### src/rtl/i2c_hold_slave.sv
module i2c_hold_slave #(
  parameter logic [6:0] OWN_ADDR    = 7'h3A,
  parameter int         SYNC_STAGES = 2
) (
  input  logic       clk,
  input  logic       rst_n,
  input  logic       scl_i,
  input  logic       sda_i,
  output logic       scl_low_o,
  output logic       sda_low_o,
  input  logic       host_wr,
  input  logic       host_rd,
  input  logic [7:0] host_wdata,
  output logic [7:0] host_rdata,
  input  logic       ctl_tx,
  input  logic       ctl_txak,
  output logic       st_match,
  output logic       st_rw,
  output logic       st_rxak,
  output logic       byte_irq
);

  typedef enum logic [1:0] {S_IDLE, S_BITS, S_ACK, S_HOLD} phase_t;

  logic [SYNC_STAGES:0] scl_sr, sda_sr;
  logic       s_scl, p_scl, s_sda, p_sda;
  logic       scl_rise, scl_fall, start_c, stop_c;
  phase_t     phase;
  logic [3:0] cnt;
  logic [7:0] sh;
  logic       addr_ph, xmit, hold, sda_drv;

  always_ff @(posedge clk or negedge rst_n)
    if (!rst_n) begin
      scl_sr <= '1;
      sda_sr <= '1;
    end else begin
      scl_sr <= {scl_sr[SYNC_STAGES-1:0], scl_i};
      sda_sr <= {sda_sr[SYNC_STAGES-1:0], sda_i};
    end

  assign s_scl    = scl_sr[SYNC_STAGES-1];
  assign p_scl    = scl_sr[SYNC_STAGES];
  assign s_sda    = sda_sr[SYNC_STAGES-1];
  assign p_sda    = sda_sr[SYNC_STAGES];
  assign scl_rise = s_scl & ~p_scl;
  assign scl_fall = ~s_scl & p_scl;
  assign start_c  = s_scl & p_scl & p_sda & ~s_sda;
  assign stop_c   = s_scl & p_scl & ~p_sda & s_sda;

  always_ff @(posedge clk or negedge rst_n) begin
    if (!rst_n) begin
      phase    <= S_IDLE;
      cnt      <= '0;
      sh       <= '0;
      addr_ph  <= 1'b0;
      xmit     <= 1'b0;
      hold     <= 1'b0;
      sda_drv  <= 1'b0;
      st_match <= 1'b0;
      st_rw    <= 1'b0;
      st_rxak  <= 1'b0;
      byte_irq <= 1'b0;
    end else begin
      byte_irq <= 1'b0;
      if (start_c) begin
        phase    <= S_BITS;
        cnt      <= '0;
        addr_ph  <= 1'b1;
        xmit     <= 1'b0;
        hold     <= 1'b0;
        sda_drv  <= 1'b0;
        st_match <= 1'b0;
      end else if (stop_c) begin
        phase    <= S_IDLE;
        hold     <= 1'b0;
        sda_drv  <= 1'b0;
        st_match <= 1'b0;
      end else begin
        case (phase)
          S_BITS: begin
            if (scl_rise) begin
              cnt <= cnt + 4'd1;
              if (!xmit) sh <= {sh[6:0], s_sda};
            end else if (scl_fall && cnt == 4'd8) begin
              if (xmit) begin
                sda_drv <= 1'b0;
                phase   <= S_ACK;
              end else if (addr_ph && sh[7:1] != OWN_ADDR) begin
                phase <= S_IDLE;
              end else begin
                if (addr_ph) begin
                  st_match <= 1'b1;
                  st_rw    <= sh[0];
                end
                sda_drv <= ~ctl_txak;
                phase   <= S_ACK;
              end
            end else if (scl_fall && xmit) begin
              sda_drv <= ~sh[6];
              sh      <= {sh[6:0], 1'b0};
            end
          end
          S_ACK: begin
            if (scl_rise && xmit) begin
              st_rxak <= s_sda;
            end else if (scl_fall) begin
              sda_drv  <= 1'b0;
              hold     <= 1'b1;
              byte_irq <= 1'b1;
              phase    <= S_HOLD;
            end
          end
          S_HOLD: begin
            if (ctl_tx && host_wr) begin
              sh      <= host_wdata;
              sda_drv <= ~host_wdata[7];
              xmit    <= 1'b1;
              hold    <= 1'b0;
              cnt     <= '0;
              addr_ph <= 1'b0;
              phase   <= S_BITS;
            end else if (!ctl_tx && host_rd) begin
              xmit    <= 1'b0;
              hold    <= 1'b0;
              cnt     <= '0;
              addr_ph <= 1'b0;
              phase   <= S_BITS;
            end
          end
          default: ;
        endcase
      end
    end
  end

  assign scl_low_o  = hold;
  assign sda_low_o  = sda_drv;
  assign host_rdata = sh;

endmodule

### config.mk
export PLATFORM = sky130hd
export DESIGN_NAME = i2c_hold_slave
export DESIGN_NICKNAME = d
export VERILOG_FILES = /design/src/rtl/i2c_hold_slave.sv
export SDC_FILE = /design/constraint.sdc
export NUM_CORES = 1
export LEC_CHECK = 0
export ABC_AREA = 1
export ABC_CLOCK_PERIOD_IN_PS = 3600
export BUFFER_PORTS_ARGS = -buffer_cell sky130_fd_sc_hd__buf_2
export CAP_MARGIN = 20
export CORE_MARGIN = 3
export CORE_UTILIZATION = 56
export DETAILED_ROUTE_END_ITERATION = 8
export HOLD_SLACK_MARGIN = 0.02
export PLACE_DENSITY_LB_ADDON = 0.1
export SYNTH_ARGS = -nofsm -noshare
export SYNTH_HDL_FRONTEND = slang
export SYNTH_SLANG_ARGS = --single-unit
export TNS_END_PERCENT = 5
### constraint.sdc
create_clock -name clk -period 3.6 [get_ports clk]
set_input_delay 0.72 -clock clk [delete_from_list [all_inputs] [get_ports clk]]
set_output_delay 0.72 -clock clk [all_outputs]
set_load 0.01 [all_outputs]
==> flow_summary_export.csv, run 1 <==
group,metric,value,unit
sta,slew_violations,0,
finish,final_cells,281,
synthesis,synthCells,222,
placed_design,io_buffers,29,
synthesis,synth_top_area_share,34.5,%
critical_path,setup.worst_path.end,"host_rdata[1]",
synthesis,ys.warnings.count,0,
clock_network,cts_tree,"yes",
routing,wl,3.23,mm
floorplan,die_w,59.4,um
routing,drc,0,
critical_path,critPathCaptureType,"register",
sta,finalSetupViolations,0,
power,powerDensity,638,nW/um^2
synthesis,synth_edf_count,0,
global_routing,grt_pass1_wl,5.51,mm
placed_design,hpwl,2.50,mm
sta,rsz0062_at_grt,"no",
critical_path,crit_required,3.86,ns
routing,firstDrtPassIters,4,
synthesis,synth.cells.most_frequent,"62 x nand2_1, 30 x inv_1, 27 x nor2_1",
synthesis,yosysSeqAreaShare,44.4,%
critical_path,reg2reg_from,"scl_sr[1]",
clock_network,cts_hold_buf,0,
critical_path,cp-start-kind,"register",
sta,fmax,0.561,GHz
finish,drive_gt1_share,21.1,%
finish,n_antenna_cell,0,
power,cellLeakagePower,0.937,nW
floorplan,dieArea,3530,um^2
sta,slew_headroom,60.3,%
synthesis,ys.flop_type,"dfrtp_1",
clock_network,clockBufferDepth,2,
finish,syn_to_final_growth,12.1,%
synthesis,synthArstFlopShare,100,%
clock_network,htreeDepth,1,
global_routing,antenna_found_initial,0,
clock_network,path_clk_slew,0.14,ns
clock_network,cts_setup_buffers,0,
floorplan,die_h,59.4,um
synthesis,synth_area,1600,um^2
sta,finalHoldViolCount,0,
power,peakVddDrop,0.427,mV
clock_network,cts_num_sinks,28,
floorplan,io_pins,30,
critical_path,path_cells,"nand2_1 > nor2_2 > nand2_1 > a31oi_4 > nand2_1 > o21ai_0",
synthesis,netlist_top_cells_area,"dfrtp_1 34%, nand2_1 15%, dfstp_2 9.9%",
sta,tightest_slew,0.596,ns
routing,antenna_left,0,
clock_network,root_buffer,"clkbuf_4",
synthesis,ys_ff_latch,28,
floorplan,num_rows,18,
floorplan,start_util,61.6,%
placed_design,placedCellCount,277,
flow_run,cap_violations,0,
floorplan,coreArea,2590,um^2
critical_path,rrSetupSlack,1.82,ns
finish,nNetsFinal,270,
routing,routed_via_density,5.22,
routing,vias,1467,
global_routing,grt_pass1_vias,1275,
critical_path,slowest_delay,0.59,ns
sta,period_share,49.5,%
sta,period_needed,1.78,ns
placed_design,place_congestion,0.932,
critical_path,crit_type,"register to register",
critical_path,cpMaxStageDelayCell,"dfstp_2",
synthesis,synth_area_leader_cell,"dfrtp_1",
outcome,status,"complete, no violations",
global_routing,gr-total-overflow,0,
critical_path,rr_endpoint,"host_rdata[1]",
clock_network,clk-insertion-delay-late,0.32,ns
routing,wire_per_inst,11.5,um
synthesis,synth_most_common_cell,"nand2_1",
min_path,hold_class,"primary input to asynchronous set/reset pin",
global_routing,grt_max_degree,29,
critical_path,cp_common_cell,"nand2_1",
sta,clock_skew,0.00165,ns
synthesis,synth_nets,240,
synthesis,synth.avg_cell_area,7.19,um^2
global_routing,grt_use_total,20.3,%
routing,dr.first_iter.drc_count,70,
synthesis,synth_cell_types,26,
clock_network,cts_resized,0,
critical_path,path_max_fanout,16,
sta,fin_tns_setup,0,ns
clock_network,cts-buffers-inserted,3,
critical_path,ff2ff_path_depth,6,
critical_path,crit_start,"scl_sr[1]",
critical_path,crit_arrival,2.04,ns
==> routing by layer <==
layer / routed length, um / track usage [%] / vias to the layer above
met1: 1590 / 29.6 / 661
met4: 40 / 6.47 / 0
met2: 1420 / 31.2 / 46
li1: - / - / 755
met3: 182 / 2.83 / 5
met5: 0 / 0 / -
==> final cells by class <==
type                            count  area, um^2
Sequential cell                    28         708
Fill cell                         233         800
Tap cell                           30        37.5
Multi-Input combinational cell    156         734
Clock buffer                        4        36.3
Timing Repair Buffer               29         145
Inverter                           34         129
==> where the power goes <==
| group | switching [mW] | internal (mW) | leakage [nW] | total [mW] |
|---|---|---|---|---|
| Sequential | 0.0916 | 0.414 | 0.348 | 0.505 |
| Combinational | 0.295 | 0.190 | 0.568 | 0.485 |
| Clock | 0.0894 | 0.0619 | 0.0210 | 0.151 |
| Total | 0.476 | 0.666 | 0.937 | 1.14 |
==> cell families after synthesis <==
logic type	Yosys count	synth area share [%]
buffers and inverters	38	9.64
flip-flops	28	44.4
AO/OA/AOI/OAI	33	12.1
AND/OR/NAND/NOR	121	32.3
adder cells (fa/ha/maj)	2	1.57
==> placed cells by master, fill, tap and decap left out, drive strengths merged <==
master	n
a21oi	5
a31oi	1
and2	1
buf	29
clkbuf	4
clkinv	1
dfrtp	22
dfstp	6
ha	2
inv	33
nand2	64
nand3	21
nand4	2
nor2	30
nor3b	2
o21ai	25
o21bai	1
o31ai	1
or2	1
==> worst min path at each step <==
stage | from | to
final | rst_n | xmit
after global routing | sda_sr[0] | sda_sr[1]
after CTS | scl_sr[0] | scl_sr[1]
after detailed placement | scl_sr[0] | scl_sr[1]
after global placement | scl_sr[0] | scl_sr[1]
after floorplan | scl_sr[0] | scl_sr[1]
==> per-stage QoR <==
step                      hold WS, ns  worst slack, ns  total power [mW]  util (%)  cell area, um^2
after floorplan                 0.345             2.10             0.849         -             1600
after global routing            0.370             1.61              1.25      69.1             1790
final                           0.366             1.82              1.14      69.1             1790
after detailed placement        0.347             1.82             0.996      67.7             1750
after CTS                       0.367             1.84              1.15      69.1             1790
after global placement          0.346             1.84             0.990      67.7             1750
==> worst max-delay path: cells and delay by family, from the launching register on <==
| family | cells | cell delay (ns) |
|---|---|---|
| AO/OA/AOI/OAI | 2 | 0.48 |
| flip-flops | 1 | 0.59 |
| AND/OR/NAND/NOR | 4 | 0.62 |
==> flip-flops by register name, indices dropped and copies added (netlist names), 2 cells and up <==
name,count
cnt,4
phase,2
host_rdata,8
sda_sr,3
scl_sr,3
(Power assumes the default switching activity.)
==> run 2, diff against run 1 <==
--- a/config.mk
+++ b/config.mk
@@ -6,11 +6,11 @@
 export NUM_CORES = 1
 export LEC_CHECK = 0
 export ABC_AREA = 1
-export ABC_CLOCK_PERIOD_IN_PS = 3600
+export ABC_CLOCK_PERIOD_IN_PS = 1700
 export BUFFER_PORTS_ARGS = -buffer_cell sky130_fd_sc_hd__buf_2
 export CAP_MARGIN = 20
 export CORE_MARGIN = 3
-export CORE_UTILIZATION = 56
+export CORE_UTILIZATION = 54
 export DETAILED_ROUTE_END_ITERATION = 8
 export HOLD_SLACK_MARGIN = 0.02
 export PLACE_DENSITY_LB_ADDON = 0.1
==> constraint.sdc (replaced) <==
create_clock -name clk -period 1.7 [get_ports clk]
set_input_delay 0.34 -clock clk [delete_from_list [all_inputs] [get_ports clk]]
set_output_delay 0.34 -clock clk [all_outputs]
set_load 0.01 [all_outputs]
==> run 2 against run 1 <==
- cell area rose by 9.4%
- clock power rose by 90%
- first-iteration DRC count down 13%
- routed wire length rose by 15%
- largest cell class unchanged
- highest routed layer unchanged
==> flow_summary_export.csv, run 2 (same netlist as run 1, synthesis figures left out) <==
group,metric,value,unit
critical_path,crit_required,1.93,ns
critical_path,crit_arrival,1.82,ns
sta,finalHoldViolCount,0,
clock_network,cts-buffers-inserted,3,
clock_network,htreeDepth,1,
sta,clock_skew,0.0140,ns
routing,wire_per_inst,12.5,um
routing,antenna_left,0,
critical_path,rrSetupSlack,0.11,ns
routing,vias,1552,
placed_design,placed_cell_area,1830,um^2
global_routing,grt_use_total,20.6,%
critical_path,path_max_fanout,4,
critical_path,cpMaxStageDelayCell,"dfrtp_1",
clock_network,root_buffer,"clkbuf_4",
critical_path,cp_common_cell,"nand2_1",
global_routing,antenna_found_initial,0,
finish,drive_gt1_share,29.3,%
finish,layout_common_cells,"58 x nand2_1, 29 x buf_2, 28 x inv_1",
power,cellLeakagePower,1.02,nW
finish,stdcell_area,1960,um^2
finish,layout_commonest_cell,"nand2_1",
clock_network,clockBufferDepth,2,
min_path,hold_end,"scl_sr[0]",
finish,nNetsFinal,285,
floorplan,io_pins,30,
sta,finalSetupViolations,0,
floorplan,die_h,60.4,um
critical_path,cp-start-kind,"register",
critical_path,crit_type,"register to register",
min_path,hold_class,"primary input to register",
clock_network,cts_num_sinks,28,
critical_path,ff2ff_path_depth,12,
critical_path,crit_family,"simple AND/OR/NAND/NOR gates",
sta,slew_violations,0,
clock_network,path_clk_slew,0.15,ns
critical_path,slowest_delay,0.42,ns
floorplan,coreArea,2780,um^2
floorplan,start_util,57.4,%
sta,period_needed,1.59,ns
critical_path,reg2reg_from,"cnt[1]",
critical_path,critical_path_buf_inv_count,3,
global_routing,grt_pass1_wl,5.71,mm
placed_design,hpwl,2.65,mm
placed_design,io_buffers,29,
routing,dr.first_iter.drc_count,61,
min_path,hold_depth,1,
global_routing,grt_max_degree,29,
global_routing,grt_pass1_vias,1298,
critical_path,rr_endpoint,"sda_low_o",
sta,fin_tns_setup,0,ns
sta,hold_ws,0.0935,ns
routing,drc,0,
finish,n_antenna_cell,0,
flow_run,cap_violations,0,
critical_path,critPathCaptureType,"register",
clock_network,cts_tree,"yes",
finish,syn_to_final_growth,22.6,%
outcome,status,"complete, no violations",
routing,routed_via_density,5.23,
power,powerDensity,1270,nW/um^2
sta,tightest_slew,0.623,ns
placed_design,preCtsSetupSlack,-0.0303,ns
critical_path,path_cells,"inv_1 > ha_1 > nand3_2 > nor2_4 > buf_4 > nor2_1 > nand2_1 > nand2_1 > inv_1 > nand3_1 > nand2_1 > nand2_1",
sta,setup_slack,0.110,ns
floorplan,die_w,60.4,um
placed_design,place_congestion,0.922,
clock_network,clk-insertion-delay-late,0.33,ns
floorplan,num_rows,19,
finish,largest_reg_flops,8,
sta,slew_headroom,58.4,%
sta,period_share,93.5,%
global_routing,gr-total-overflow,0,
routing,firstDrtPassIters,5,
sta,fmax,0.629,GHz
routing,wl,3.72,mm
critical_path,crit_start,"cnt[1]",
power,peakVddDrop,0.858,mV
floorplan,dieArea,3650,um^2
min_path,worstHoldStart,"scl_i",
==> run 2: metrics by stage <==
stage / instances / power (mW) / util (%)
6_report: 297 / 2.49 / 70.4
2_1_floorplan: 222 / 1.80 / -
3_3_place_gp: 286 / 2.15 / 65.7
3_5_place_dp: 286 / 2.15 / 65.7
5_1_grt: 297 / 2.70 / 70.4
4_1_cts: 291 / 2.44 / 67.2
==> run 2: cell type report <==
cell class                      instances  area [um^2]
Fill cell                             225          823
Tap cell                               31         38.8
Multi-Input combinational cell        156          783
Timing Repair Buffer                   44          273
Inverter                               34          129
Sequential cell                        28          708
Clock buffer                            4         26.3
==> run 2: worst max-delay path by stage <==
| stage | cells past startpoint | to | slack [ns] |
|---|---|---|---|
| floorplan | 6 | host_rdata[2] | 0.20 |
| global placement | 9 | phase[0] | -0.006 |
| detailed placement | 9 | phase[0] | -0.03 |
| CTS | 9 | host_rdata[0] | 0.01 |
| global route | 12 | sda_low_o | -0.0003 |
| finish | 12 | sda_low_o | 0.11 |
==> run 2: power by group <==
part	switching (mW)	leakage (nW)	internal, mW	total, mW
registers	0.190	0.348	0.876	1.07
logic	0.684	0.661	0.453	1.14
clock network	0.195	0.0150	0.0921	0.287
==> run 2: routing by layer <==
metal	GRT usage [%]	vias to the layer above	routed length [um]
met4	6.01	0	53
met5	0	-	0
met1	28.1	713	1700
li1	-	784	-
met3	2.77	6	219
met2	34.4	49	1740
==> run 2: what timing repair did <==
action | 4_1_cts | 5_1_grt
endpoints found under the setup margin | 2 | 15
resized for setup | 2 | 14
hold buffers | 1 | 0
hold endpoints to repair | 14 | 0
buffers inserted | 0 | 6
gates cloned | 0 | 0
pin swaps | 0 | 4
==> run 3, diff against run 2 <==
--- a/config.mk
+++ b/config.mk
@@ -9,11 +9,11 @@
 export ABC_CLOCK_PERIOD_IN_PS = 1700
 export BUFFER_PORTS_ARGS = -buffer_cell sky130_fd_sc_hd__buf_2
 export CAP_MARGIN = 20
-export CORE_MARGIN = 3
 export CORE_UTILIZATION = 54
 export DETAILED_ROUTE_END_ITERATION = 8
 export HOLD_SLACK_MARGIN = 0.02
 export PLACE_DENSITY_LB_ADDON = 0.1
+export SETUP_SLACK_MARGIN = 0.5
 export SYNTH_ARGS = -nofsm -noshare
 export SYNTH_HDL_FRONTEND = slang
 export SYNTH_SLANG_ARGS = --single-unit
==> run 3 against run 2 <==
- largest cell class unchanged
- the run now ends with negative hold slack left
- clock power hardly changed
- global-route usage is 5.3 points higher
- clock-buffer cell count stayed put
- sequential power hardly changed
- hold slack worse by 0.097 ns
- worst setup slack worse by 0.014 ns
- combinational power is 4% higher
==> flow_summary_export.csv, run 3 (same netlist as run 1, synthesis figures left out) <==
group,metric,value,unit
power,seqPwrFrac,42.2,%
sta,period_needed,1.60,ns
floorplan,die_h,56.4,um
global_routing,antenna_found_initial,0,
critical_path,critical_path_buf_inv_count,2,
sta,fmax,0.623,GHz
placed_design,io_buffers,29,
power,switching_share,43.1,%
power,intPower,1.44,mW
sta,rsz0062_at_grt,"yes",
floorplan,num_rows,19,
finish,drive_gt1_share,33.8,%
sta,finalHoldViolCount,4,
routing,firstDrtPassIters,4,
critical_path,cp-start-kind,"register",
placed_design,hpwl,2.61,mm
routing,routed_via_density,5.28,
power,p_total,2.54,mW
routing,drc,0,
critical_path,rr_endpoint,"host_rdata[2]",
floorplan,coreArea,2780,um^2
critical_path,crit_type,"register to register",
clock_network,cts_tree,"yes",
floorplan,io_pins,30,
finish,layout_commonest_cell,"nand2_1",
global_routing,grt_pass1_wl,6.38,mm
clock_network,cts-buffers-inserted,3,
critical_path,cp_common_cell,"nand2_2",
placed_design,place_congestion,0.874,
finish,syn_to_final_growth,25.3,%
clock_network,path_clk_slew,0.15,ns
routing,wire_per_inst,12.7,um
global_routing,grt_max_degree,29,
critical_path,crit_arrival,1.86,ns
power,cellLeakagePower,1.02,nW
floorplan,start_util,57.4,%
critical_path,path_cells,"inv_1 > nand2_2 > nor2_4 > nand2_2 > nand2_2 > a31oi_4 > buf_12 > nand2_1 > o21ai_1",
clock_network,clockBufferDepth,2,
finish,largest_reg_flops,8,
global_routing,gr-total-overflow,0,
sta,hold_ws,-0.00329,ns
floorplan,die_w,56.4,um
min_path,hold_class,"primary input to asynchronous set/reset pin",
critical_path,cpMaxStageDelayCell,"dfstp_2",
sta,period_share,94.4,%
routing,antenna_left,0,
floorplan,dieArea,3180,um^2
power,powerDensity,1270,nW/um^2
finish,layout_common_cells,"52 x nand2_1, 29 x buf_2, 28 x inv_1",
critical_path,crit_family,"flip-flops",
critical_path,rrSetupSlack,0.1,ns
critical_path,ff2ff_path_depth,9,
critical_path,critPathCaptureType,"register",
power,p_sw,1.09,mW
finish,nNetsFinal,282,
clock_network,htreeDepth,1,
critical_path,slowest_delay,0.63,ns
routing,wl,3.74,mm
sta,fin_tns_setup,0,ns
sta,finalSetupViolations,0,
power,power_frac_comb,46.5,%
sta,tightest_slew,0.624,ns
outcome,violations,"negative hold slack",
clock_network,clk-insertion-delay-late,0.33,ns
sta,clock_skew,0.00945,ns
critical_path,reg2reg_from,"scl_sr[1]",
routing,dr.first_iter.drc_count,42,
critical_path,path_max_fanout,16,
critical_path,crit_required,1.96,ns
global_routing,grt_use_total,25.9,%
clock_network,cts_num_sinks,28,
routing,vias,1553,
sta,slew_headroom,58.4,%
flow_run,cap_violations,0,
power,clock_power_share,11.2,%
sta,slew_violations,0,
finish,n_antenna_cell,0,
global_routing,grt_pass1_vias,1470,
outcome,status,"finished with violations",
clock_network,root_buffer,"clkbuf_4",
power,peakVddDrop,0.978,mV
## run 3: changes by cell type in the layout (fill, tap and decap cells not counted), moves of 2 or more
| cell | before | now |
|---|---|---|
| nor2_4 | 2 | 5 |
| o21ai_0 | 22 | 14 |
| nor2_1 | 23 | 20 |
| nand2_1 | 58 | 52 |
| buf_4 | 13 | 11 |
| o21ai_1 | 1 | 8 |
| nand2_2 | 4 | 8 |
| nand2_4 | 2 | 4 |
## run 3: through the flow
| step | utilization [%] | cell area [um^2] | hold WS [ns] | setup WS (ns) | cells |
|---|---|---|---|---|---|
| after detailed placement | 66.1 | 1840 | 0.351 | 0.118 | 280 |
| after global routing | 71.9 | 2000 | 0.0313 | 0.0202 | 294 |
| after global placement | 66.1 | 1840 | 0.346 | 0.124 | 280 |
| after CTS | 69.7 | 1940 | 0.0224 | 0.148 | 289 |
| after floorplan | - | 1660 | 0.0444 | 0.276 | 222 |
| final | 71.9 | 2000 | -0.00329 | 0.0960 | 294 |
## run 3: power groups by stage
stage	clock [mW]	combinational, mW	sequential [mW]
after detailed placement	0	1.10	1.08
final	0.284	1.18	1.07
after global routing	0.313	1.35	1.10
after floorplan	0	0.761	1.09
after CTS	0.285	1.15	1.06
after global placement	0	1.08	1.08
## run 3: repair_timing
item / 4_1_cts / 5_1_grt
resized for setup: 8 / 10
hold buffers: 0 / 0
setup buffers: 5 / 5
pin swaps: 3 / 6
setup endpoints to repair: 34 / 35
## run 3: how the worst max path moves through the flow
stage,startpoint,endpoint,cells after the start
after floorplan,scl_sr[1],host_rdata[2],6
after global placement,scl_sr[1],phase[0],9
after CTS,scl_sr[1],host_rdata[2],9
final,scl_sr[1],host_rdata[2],9
after global routing,scl_sr[1],phase[0],9
after detailed placement,scl_sr[1],sda_low_o,9
## run 3: layout make-up
class	count	area, um^2
clock buffers	4	26.3
fillers	225	781
inverters	34	129
multi-input cells	156	850
flip-flops and latches	28	709
well taps	31	38.8
repair buffers	41	248
## run 3: per-layer routing
layer,vias to the layer above,wire length (um),part of all wire (%),global-route usage (%)
met1,730,1680,45,35.2
met4,0,72,1.9,10.1
met2,31,1830,49,42.7
met5,-,0,0,0
met3,6,151,4.0,3.00
li1,786,-,-,-
